$ cat config.mk
export PLATFORM = sky130hd
export DESIGN_NAME = cfg_dump_reader
export DESIGN_NICKNAME = d
export VERILOG_FILES = /design/src/rtl/cdr_pkg.sv /design/src/rtl/cdr_sync.sv /design/src/rtl/cdr_bitstore.sv /design/src/rtl/cfg_dump_reader.sv
export SDC_FILE = /design/constraint.sdc
export NUM_CORES = 1
export LEC_CHECK = 0
export CAP_MARGIN = 20
export CORE_UTILIZATION = 45
export DETAILED_ROUTE_END_ITERATION = 12
export PLACE_DENSITY = 0.64
export SLEW_MARGIN = 5
export SYNTH_ARGS = -nofsm -noshare
export SYNTH_HDL_FRONTEND = slang
export SYNTH_HIERARCHICAL = 1
export SYNTH_SLANG_ARGS = --single-unit
export TNS_END_PERCENT = 5
$ cat constraint.sdc
create_clock -name clk -period 7.4 [get_ports clk]
set_clock_uncertainty 0.2 [all_clocks]
set_input_delay 1.85 -clock clk [delete_from_list [all_inputs] [get_ports clk]]
set_output_delay 1.85 -clock clk [all_outputs]
set_load 0.02 [all_outputs]
$ cat src/rtl/cdr_pkg.sv
package cdr_pkg;
    typedef enum logic [1:0] {
        ST_IDLE   = 2'd0,
        ST_ARMED  = 2'd1,
        ST_STREAM = 2'd2
    } dump_state_e;
endpackage

$ cat src/rtl/cdr_sync.sv
module cdr_sync #(
    parameter int W      = 3,
    parameter int STAGES = 2
) (
    input  logic         clk,
    input  logic         rst_n,
    input  logic [W-1:0] async_in,
    output logic [W-1:0] sync_out
);
    logic [W-1:0] stage_q [STAGES];

    for (genvar s = 0; s < STAGES; s++) begin : g_stage
        always_ff @(posedge clk or negedge rst_n) begin
            if (!rst_n) begin
                stage_q[s] <= '0;
            end else begin
                stage_q[s] <= (s == 0) ? async_in : stage_q[(s == 0) ? 0 : s-1];
            end
        end
    end

    assign sync_out = stage_q[STAGES-1];
endmodule

$ cat src/rtl/cdr_bitstore.sv
module cdr_bitstore #(
    parameter int WORD_W = 16,
    parameter int WORDS  = 64,
    localparam int BIT_W  = $clog2(WORD_W),
    localparam int WIDX_W = $clog2(WORDS),
    localparam int PTR_W  = WIDX_W + BIT_W
) (
    input  logic              clk,
    input  logic              rst_n,
    input  logic              wr_en,
    input  logic [WIDX_W-1:0] wr_word,
    input  logic [WORD_W-1:0] wr_data,
    input  logic [PTR_W-1:0]  rd_addr,
    output logic              rd_bit
);
    logic [WORD_W-1:0] mem_q [WORDS];
    logic [WORD_W-1:0] rd_word;

    for (genvar w = 0; w < WORDS; w++) begin : g_word
        always_ff @(posedge clk or negedge rst_n) begin
            if (!rst_n) begin
                mem_q[w] <= '0;
            end else if (wr_en && (wr_word == WIDX_W'(w))) begin
                mem_q[w] <= wr_data;
            end
        end
    end

    // MSB first inside a word: inverting the low index gives WORD_W-1-i
    assign rd_word = mem_q[rd_addr[PTR_W-1:BIT_W]];
    assign rd_bit  = rd_word[~rd_addr[BIT_W-1:0]];
endmodule

$ cat src/rtl/cfg_dump_reader.sv
module cfg_dump_reader
    import cdr_pkg::*;
#(
    parameter int WORD_W = 16,
    parameter int WORDS  = 64
) (
    input  logic                     clk,
    input  logic                     rst_n,
    input  logic                     dl_req,
    input  logic                     sel,
    input  logic                     sclk,
    input  logic                     pre_we,
    input  logic [$clog2(WORDS)-1:0] pre_word,
    input  logic [WORD_W-1:0]        pre_data,
    output logic                     dout,
    output logic                     dout_oe
);
    localparam int BITS  = WORD_W * WORDS;
    localparam int PTR_W = $clog2(BITS);
    localparam logic [PTR_W-1:0] LAST_ADDR = PTR_W'(BITS - 1);

    logic [2:0] sync_bus;
    logic       dl_s, sel_s, sclk_s;
    logic       dl_q, sclk_q;
    logic       dl_rise, sclk_rise, sclk_fall;

    dump_state_e      state_q, state_d;
    logic [PTR_W-1:0] ptr_q;
    logic             dout_q;
    logic             rd_bit;
    logic             load_bit, step_ptr;

    cdr_sync #(.W(3), .STAGES(2)) u_sync (
        .clk      (clk),
        .rst_n    (rst_n),
        .async_in ({dl_req, sel, sclk}),
        .sync_out (sync_bus)
    );
    assign {dl_s, sel_s, sclk_s} = sync_bus;

    always_ff @(posedge clk or negedge rst_n) begin
        if (!rst_n) begin
            dl_q   <= 1'b0;
            sclk_q <= 1'b0;
        end else begin
            dl_q   <= dl_s;
            sclk_q <= sclk_s;
        end
    end

    assign dl_rise   = dl_s & ~dl_q;
    assign sclk_rise = sclk_s & ~sclk_q;
    assign sclk_fall = ~sclk_s & sclk_q;

    cdr_bitstore #(.WORD_W(WORD_W), .WORDS(WORDS)) u_store (
        .clk     (clk),
        .rst_n   (rst_n),
        .wr_en   (pre_we),
        .wr_word (pre_word),
        .wr_data (pre_data),
        .rd_addr (ptr_q),
        .rd_bit  (rd_bit)
    );

    // next-state selection
    always_comb begin
        state_d = state_q;
        unique case (state_q)
            ST_IDLE:   if (dl_rise) state_d = ST_ARMED;
            ST_ARMED:  if (sel_s)   state_d = ST_STREAM;
            ST_STREAM: if (!sel_s)  state_d = ST_IDLE;
            default:                state_d = ST_IDLE;
        endcase
    end

    // state register
    always_ff @(posedge clk or negedge rst_n) begin
        if (!rst_n) begin
            state_q <= ST_IDLE;
        end else begin
            state_q <= state_d;
        end
    end

    // outputs and datapath controls
    always_comb begin
        load_bit = 1'b0;
        step_ptr = 1'b0;
        dout_oe  = 1'b0;
        unique case (state_q)
            ST_IDLE:   ;
            ST_ARMED:  load_bit = sel_s;
            ST_STREAM: begin
                dout_oe  = 1'b1;
                load_bit = sel_s & sclk_fall;
                step_ptr = sel_s & sclk_rise;
            end
            default:   ;
        endcase
    end

    always_ff @(posedge clk or negedge rst_n) begin
        if (!rst_n) begin
            ptr_q  <= '0;
            dout_q <= 1'b0;
        end else begin
            if (state_q != ST_STREAM) begin
                ptr_q <= '0;
            end else if (step_ptr) begin
                ptr_q <= (ptr_q == LAST_ADDR) ? '0 : ptr_q + 1'b1;
            end
            if (load_bit) begin
                dout_q <= rd_bit;
            end
        end
    end

    assign dout = dout_q;
endmodule

Yosys cells after proc, flatten, opt, wreduce, memory -nomap -nowiden
Index checks and enable logic that the tools add are counted.
{"block": "word_totals", "register_bits": 1045, "inputBits": 28, "output_inout_bits": 2}
{"block": "classes", "n_addsub": 1, "n_lt_le_gt_ge": 2, "eq_ne": 70, "muxes": 15, "bitwise_logic": 10, "reduce_logical": 68}
{"cell": "== test 6 bit (second input constant)", "n": 32}
{"cell": "binary-select mux 16 bit (select 6 bit)", "n": 1}
{"cell": "== test 6 x 5 -> 1 bit (second input constant)", "n": 16}
{"cell": "logical AND 1 bit", "n": 64}
{"cell": "== test 6 x 4 -> 1 bit (second input constant)", "n": 8}
{"cell": "two-way mux 16 bit", "n": 2}
{"cell": "two-way mux 10 bit", "n": 3}
{"cell": "== test 6 x 3 -> 1 bit (second input constant)", "n": 4}
{"cell": "== test 6 x 2 -> 1 bit (second input constant)", "n": 2}
{"cell": "adder 10 x 1 -> 10 bit (second input constant)", "n": 1}
{"cell": "== test 10 bit (second input constant)", "n": 1}
{"cell": ">= comparator 7 bit (second input constant)", "n": 1}
{"cell": "inverter 6 -> 7 bit", "n": 1}
{"cell": "== test 6 x 1 -> 1 bit (second input constant)", "n": 1}
{"cell": "zero test 6 bit", "n": 1}
{"cell": "two-way mux 2 bit", "n": 3}
{"cell": "!= test 2 bit (second input constant)", "n": 3}
{"cell": "one-hot mux 2 bit (3 select lines)", "n": 1}
{"cell": "AND 1 bit", "n": 5}
{"cell": "< comparator 4 x 5 -> 1 bit (second input constant)", "n": 1}
{"cell": "binary-select mux 1 bit (select 4 bit)", "n": 1}
{"cell": "inverter 4 bit", "n": 1}
{"cell": "two-way mux 1 bit", "n": 3}
{"cell": "inverter 1 bit", "n": 3}
{"cell": "other kinds (7)", "n": 7}

Depth between registers and ports, before layout
{"block": "logic_depth", "word_depth": 6, "ltp_mapped": 15, "ltp_nobuf": 9}

By module
The synthesis kept the hierarchy.
{"mod": "cdr_bitstore", "n_inst": 1, "cells_per_inst": 3076, "area_each_um2": 47037.6, "seq_area_each_um2": 25624.6}
{"mod": "cfg_dump_reader", "n_inst": 1, "cells_per_inst": 79, "area_each_um2": 852.1, "seq_area_each_um2": 375.4}
{"mod": "cdr_sync", "n_inst": 1, "cells_per_inst": 9, "area_each_um2": 172.7, "seq_area_each_um2": 150.1}

Least setup slack after synthesis
No wires, ideal clock.
{"block": "synth_timing", "path_type": "input-to-reg", "from": "in pre_word[2]", "to": "reg u_store/mem_q[325] in the netlist's numbering", "setup_time_ps": 125, "arrival_ps": 3683, "t_required_ps": 7075, "path_slack_ps": 3392, "path_stages": 7, "path_buffers": 3, "path_cell_list": "clkbuf_1 > nand2b_1 > or2_2 > clkbuf_1 > nor2_1 > clkbuf_1 > mux2_2"}
{"block": "synth_between", "elab_chain_len": 2}
{"item": "from (decl)", "line": "cfg_dump_reader.sv:13", "text": "input logic [$clog2(WORDS)-1:0] pre_word,"}
{"item": "== test 6 bit", "line": "cdr_bitstore.sv:23", "text": "end else if (wr_en && (wr_word == WIDX_W'(w))) begin"}
{"item": "logical AND 1 bit", "line": "cdr_bitstore.sv:23"}
{"item": "to (signal, indexed assignment)", "line": "cdr_bitstore.sv:24", "text": "mem_q[w] <= wr_data;"}
{"item": "to (decl)", "line": "cdr_bitstore.sv:16", "text": "logic [WORD_W-1:0] mem_q [WORDS];"}
No other way between the ends.
A chain may end at the register's enable or synchronous reset.

Worst setup path after layout
{"block": "layout_timing", "from": "reg ptr_q[5]", "to": "reg dout_q, in the netlist dout"}
{"block": "layout_between", "elab_chain_len": 6}
{"item": "from (decl)", "line": "cfg_dump_reader.sv:28", "text": "logic [PTR_W-1:0] ptr_q;"}
{"item": "from (signal assigned)", "line": "cfg_dump_reader.sv:110", "text": "ptr_q <= (ptr_q == LAST_ADDR) ? '0 : ptr_q + 1'b1;"}
{"item": "inverter 6 -> 7 bit (implied by the code)", "line": "cdr_bitstore.sv:30", "text": "assign rd_word = mem_q[rd_addr[PTR_W-1:BIT_W]];"}
{"item": "binary-select mux 16 bit (select 6 bit)", "line": "cdr_bitstore.sv:30"}
{"item": "two-way mux 16 bit (implied by the code) (2 in a row)", "line": "cdr_bitstore.sv:30"}
{"item": "binary-select mux 1 bit (select 4 bit)", "line": "cdr_bitstore.sv:31", "text": "assign rd_bit = rd_word[~rd_addr[BIT_W-1:0]];"}
{"item": "two-way mux 1 bit (implied by the code)", "line": "cdr_bitstore.sv:31"}
{"item": "named net rd_bit", "line": "cfg_dump_reader.sv:30", "text": "logic rd_bit;"}
{"item": "to (signal assigned)", "line": "cfg_dump_reader.sv:113", "text": "dout_q <= rd_bit;"}
{"item": "to (decl)", "line": "cfg_dump_reader.sv:29", "text": "logic dout_q;"}
The timed path passes the listed nets, and every way through them passes these cells. The select of a mux whose other input is x is not followed.

==> impl_metrics.csv <==
group,metric,value,unit
global_routing,grt_pass1_wl,197000,um
timing,tns,0,ps
critical_path,critPathSlowestCell,"dfrtp_4",
timing,holdWs,158,ps
pwr,p_per_area,267,mW/mm^2
logic_synthesis,yosys.cell_types.count,73,
critical_path,path_buf_inv,2,
global_routing,grt_max_degree,169,
logic_synthesis,syn_area_per_cell,15.2,um^2
logic_synthesis,synth_top_cell_by_area,"dfrtp_1",
layout,nets,3118,
layout,stdcell_area,0.0531,mm^2
drt,first_pass_iters,9,
timing,max_freq,196,MHz
clock_network,h-tree-depth,3,
timing,hold_viol_final,0,
critical_path,slowest_delay,810,ps
timing,min_period,5110,ps
outcome,outcome,"finished with violations",
critical_path,start_kind,"flip-flop",
logic_synthesis,synth_edf_count,0,
global_routing,grt_util_met1,0.346,
timing,slew_headroom,0.217,
drt,wl_per_cell,28.4,um
critical_path,worst-setup-path-type,"flip-flop to flip-flop",
clock_network,clock_latency,700,ps
critical_path,crit_required,7750,ps
global_routing,use_met2,0.376,
timing,slew_viol_final,0,
clock_network,holdBufCountCts,0,
drt,drt_iter0_drc,2566,
critical_path,arrival,5470,ps
placement,place_area,0.0492,mm^2
drt,wirelength,130000,um
pwr,ir_worst_vdd,180,uV
logic_synthesis,synth_seq_cells,1045,
die,die_w,329,um
logic_synthesis,synth_seq_area_share,0.544,
critical_path,path_cells,"buf_4, buf_12, mux2_2, o22ai_1, nor4_1, or4_1, nor3_1, nor3_1, nor4_1, o2111ai_1, mux2_2",
clock_network,cts_made_buffers,109,
drt,vias,28000,
die,die_y,329,um
placement,io_buffers,29,
pwr,leakage,23.8,nW
placement,detailed_place_hpwl,79300,um
logic_synthesis,mappedNetlistArea,0.0481,mm^2
timing,rsz0062_at_grt,"false",
clock_network,cts.path.max_buffers,3,
critical_path,cp_top_family,"simple AND/OR/NAND/NOR gates",
timing,period_share,0.691,
timing,worst_slew_pin_slew,1170,ps
logic_synthesis,synth.net_count,3198,
clock_network,clk_pin_slew,60,ps
logic_synthesis,synth_area_leaders,"dfrtp_1 (54%), mux2_2 (24%), mux4_2 (9.7%)",
die,die_area,0.108,mm^2
global_routing,first_global_vias,30000,
layout,final_common_cell,"dfrtp_1",
drt,drc,10,
critical_path,cp_max_fo,97,
outcome,violations,"design-rule violations",
die,core-area,0.106,mm^2
layout,area_delta_synth_final,10.4,%
layout,drive_above_1_share,0.483,
clock_network,cts-resized-gates,0,
clock_network,cts_tree,"built",
run,max-cap-violations,0,
logic_synthesis,synthArstFlopShare,1.00,
drt,vias_per_cell,6.14,
placement,gp_congestion,0.896,
global_routing,antenna_found_initial,5,
critical_path,critical_path.endpoint_type,"flip-flop",
layout,stdcell_count,4569,
worst_hold_path,hold_class,"flip-flop to flip-flop",
global_routing,busiest_layer,"met2",
logic_synthesis,synthFlopType,"dfrtp_1",
die,io_pins,30,
die,initial_core_util,0.455,
layout,final_cell_mix,"dfrtp_1 (1041), mux2_2 (1030), mux4_2 (206), mux2i_1 (112), clkbuf_16 (110)",
drt,ant_nets,0,
global_routing,grt-ovfl-total,0,
global_routing,grtUsageTotal,0.245,
layout,fin_util,0.503,
placement,dp_cells,4363,
clock_network,cts-root-buf,"clkbuf_16",
die,rows,119,
clock_network,cts_setup_buffers,0,
clock_network,numClockSinks,1045,
logic_synthesis,yosys_warnings,6,
logic_synthesis,yosysTopAreaCellShare,0.544,
logic_synthesis,netlist_instances,3164,
global_routing,grt_use_met3,0.0474,
timing,setup_viol,0,
path summary, 6_finish.rpt:
check | startpoint | endpoint | slack, ps | cells past startpoint
worst max-delay path | ptr_q[5] | dout | 2290 | 11
worst min-delay path | u_sync/stage_q[5] | u_sync/sync_out[2] | 160 | 0
worst max register to register | ptr_q[5] | dout | 2290 | 11
worst min register to register | u_sync/stage_q[5] | u_sync/sync_out[2] | 160 | 0
max in group asynchronous | rst_n | u_store/mem_q[633] | 4430 | 2
min in group asynchronous | rst_n | u_store/mem_q[312] | 950 | 1
synthesized netlist by cell type, types with 8 or more instances:
cell / number
and3_1: 8
nand2b_1: 9
nor2b_1: 8
mux2i_1: 112
buf_1: 20
nand2_1: 95
mux4_2: 206
o21ai_0: 12
mux4_1: 9
buf_2: 25
a211oi_1: 8
nand3_1: 13
clkbuf_1: 198
a21oi_1: 39
nand4_1: 8
o22ai_1: 30
mux2_2: 1030
buf_6: 24
dfrtp_1: 1045
o221ai_1: 48
buf_4: 13
a22oi_1: 16
nor2_1: 44
nor3_1: 29
metrics by stage:
stage / power [mW] / setup WS (ps)
after global routing: 14.7 / 2120
after floorplan: 7.89 / 3390
after detailed placement: 8.50 / 2140
after CTS: 14.3 / 2330
after global placement: 8.33 / 2210
final: 14.1 / 2290
flip-flops by register name (all words and copies together) (netlist names):
register and flops:
u_sync/stage_q 3, ptr_q 10, sclk_q 1, u_sync/sync_out 3, dout 1, u_store/mem_q 1024
state_q 2, dl_q 1
layer usage:
layer | share of wire | vias up
met2 | 0.46 | 867
met1 | 0.44 | 15300
met5 | 0.000093 | -
li1 | - | 11700
met4 | 0.033 | 2
met3 | 0.066 | 221
final cells by class:
type	instances	area [um^2]
Sequential cell	1045	26200
Fill cell	8614	52500
Tap cell	1391	1740
Timing Repair Buffer	98	878
Clock buffer	157	3210
Inverter	6	30.0
Multi-Input combinational cell	1824	20400
Clock inverter	45	599
Antenna cell	3	7.51
cell families after synthesis:
group                      Yosys count  share of synthesized area
xor gates and xnor gates             7                    0.00128
adders and majority gates            6                    0.00156
and+or+nand+nor                    257                     0.0261
buffers and inverters              295                     0.0311
AOI/OAI and AO/OA                  196                     0.0296
DFF                               1045                      0.544
muxes                             1358                      0.366
power by group:
part / internal, mW / total (mW) / switching [mW]
sequential: 6.47 / 6.84 / 0.375
clock: 3.46 / 5.75 / 2.29
combinational: 0.852 / 1.55 / 0.701
(Power assumes the default switching activity.)
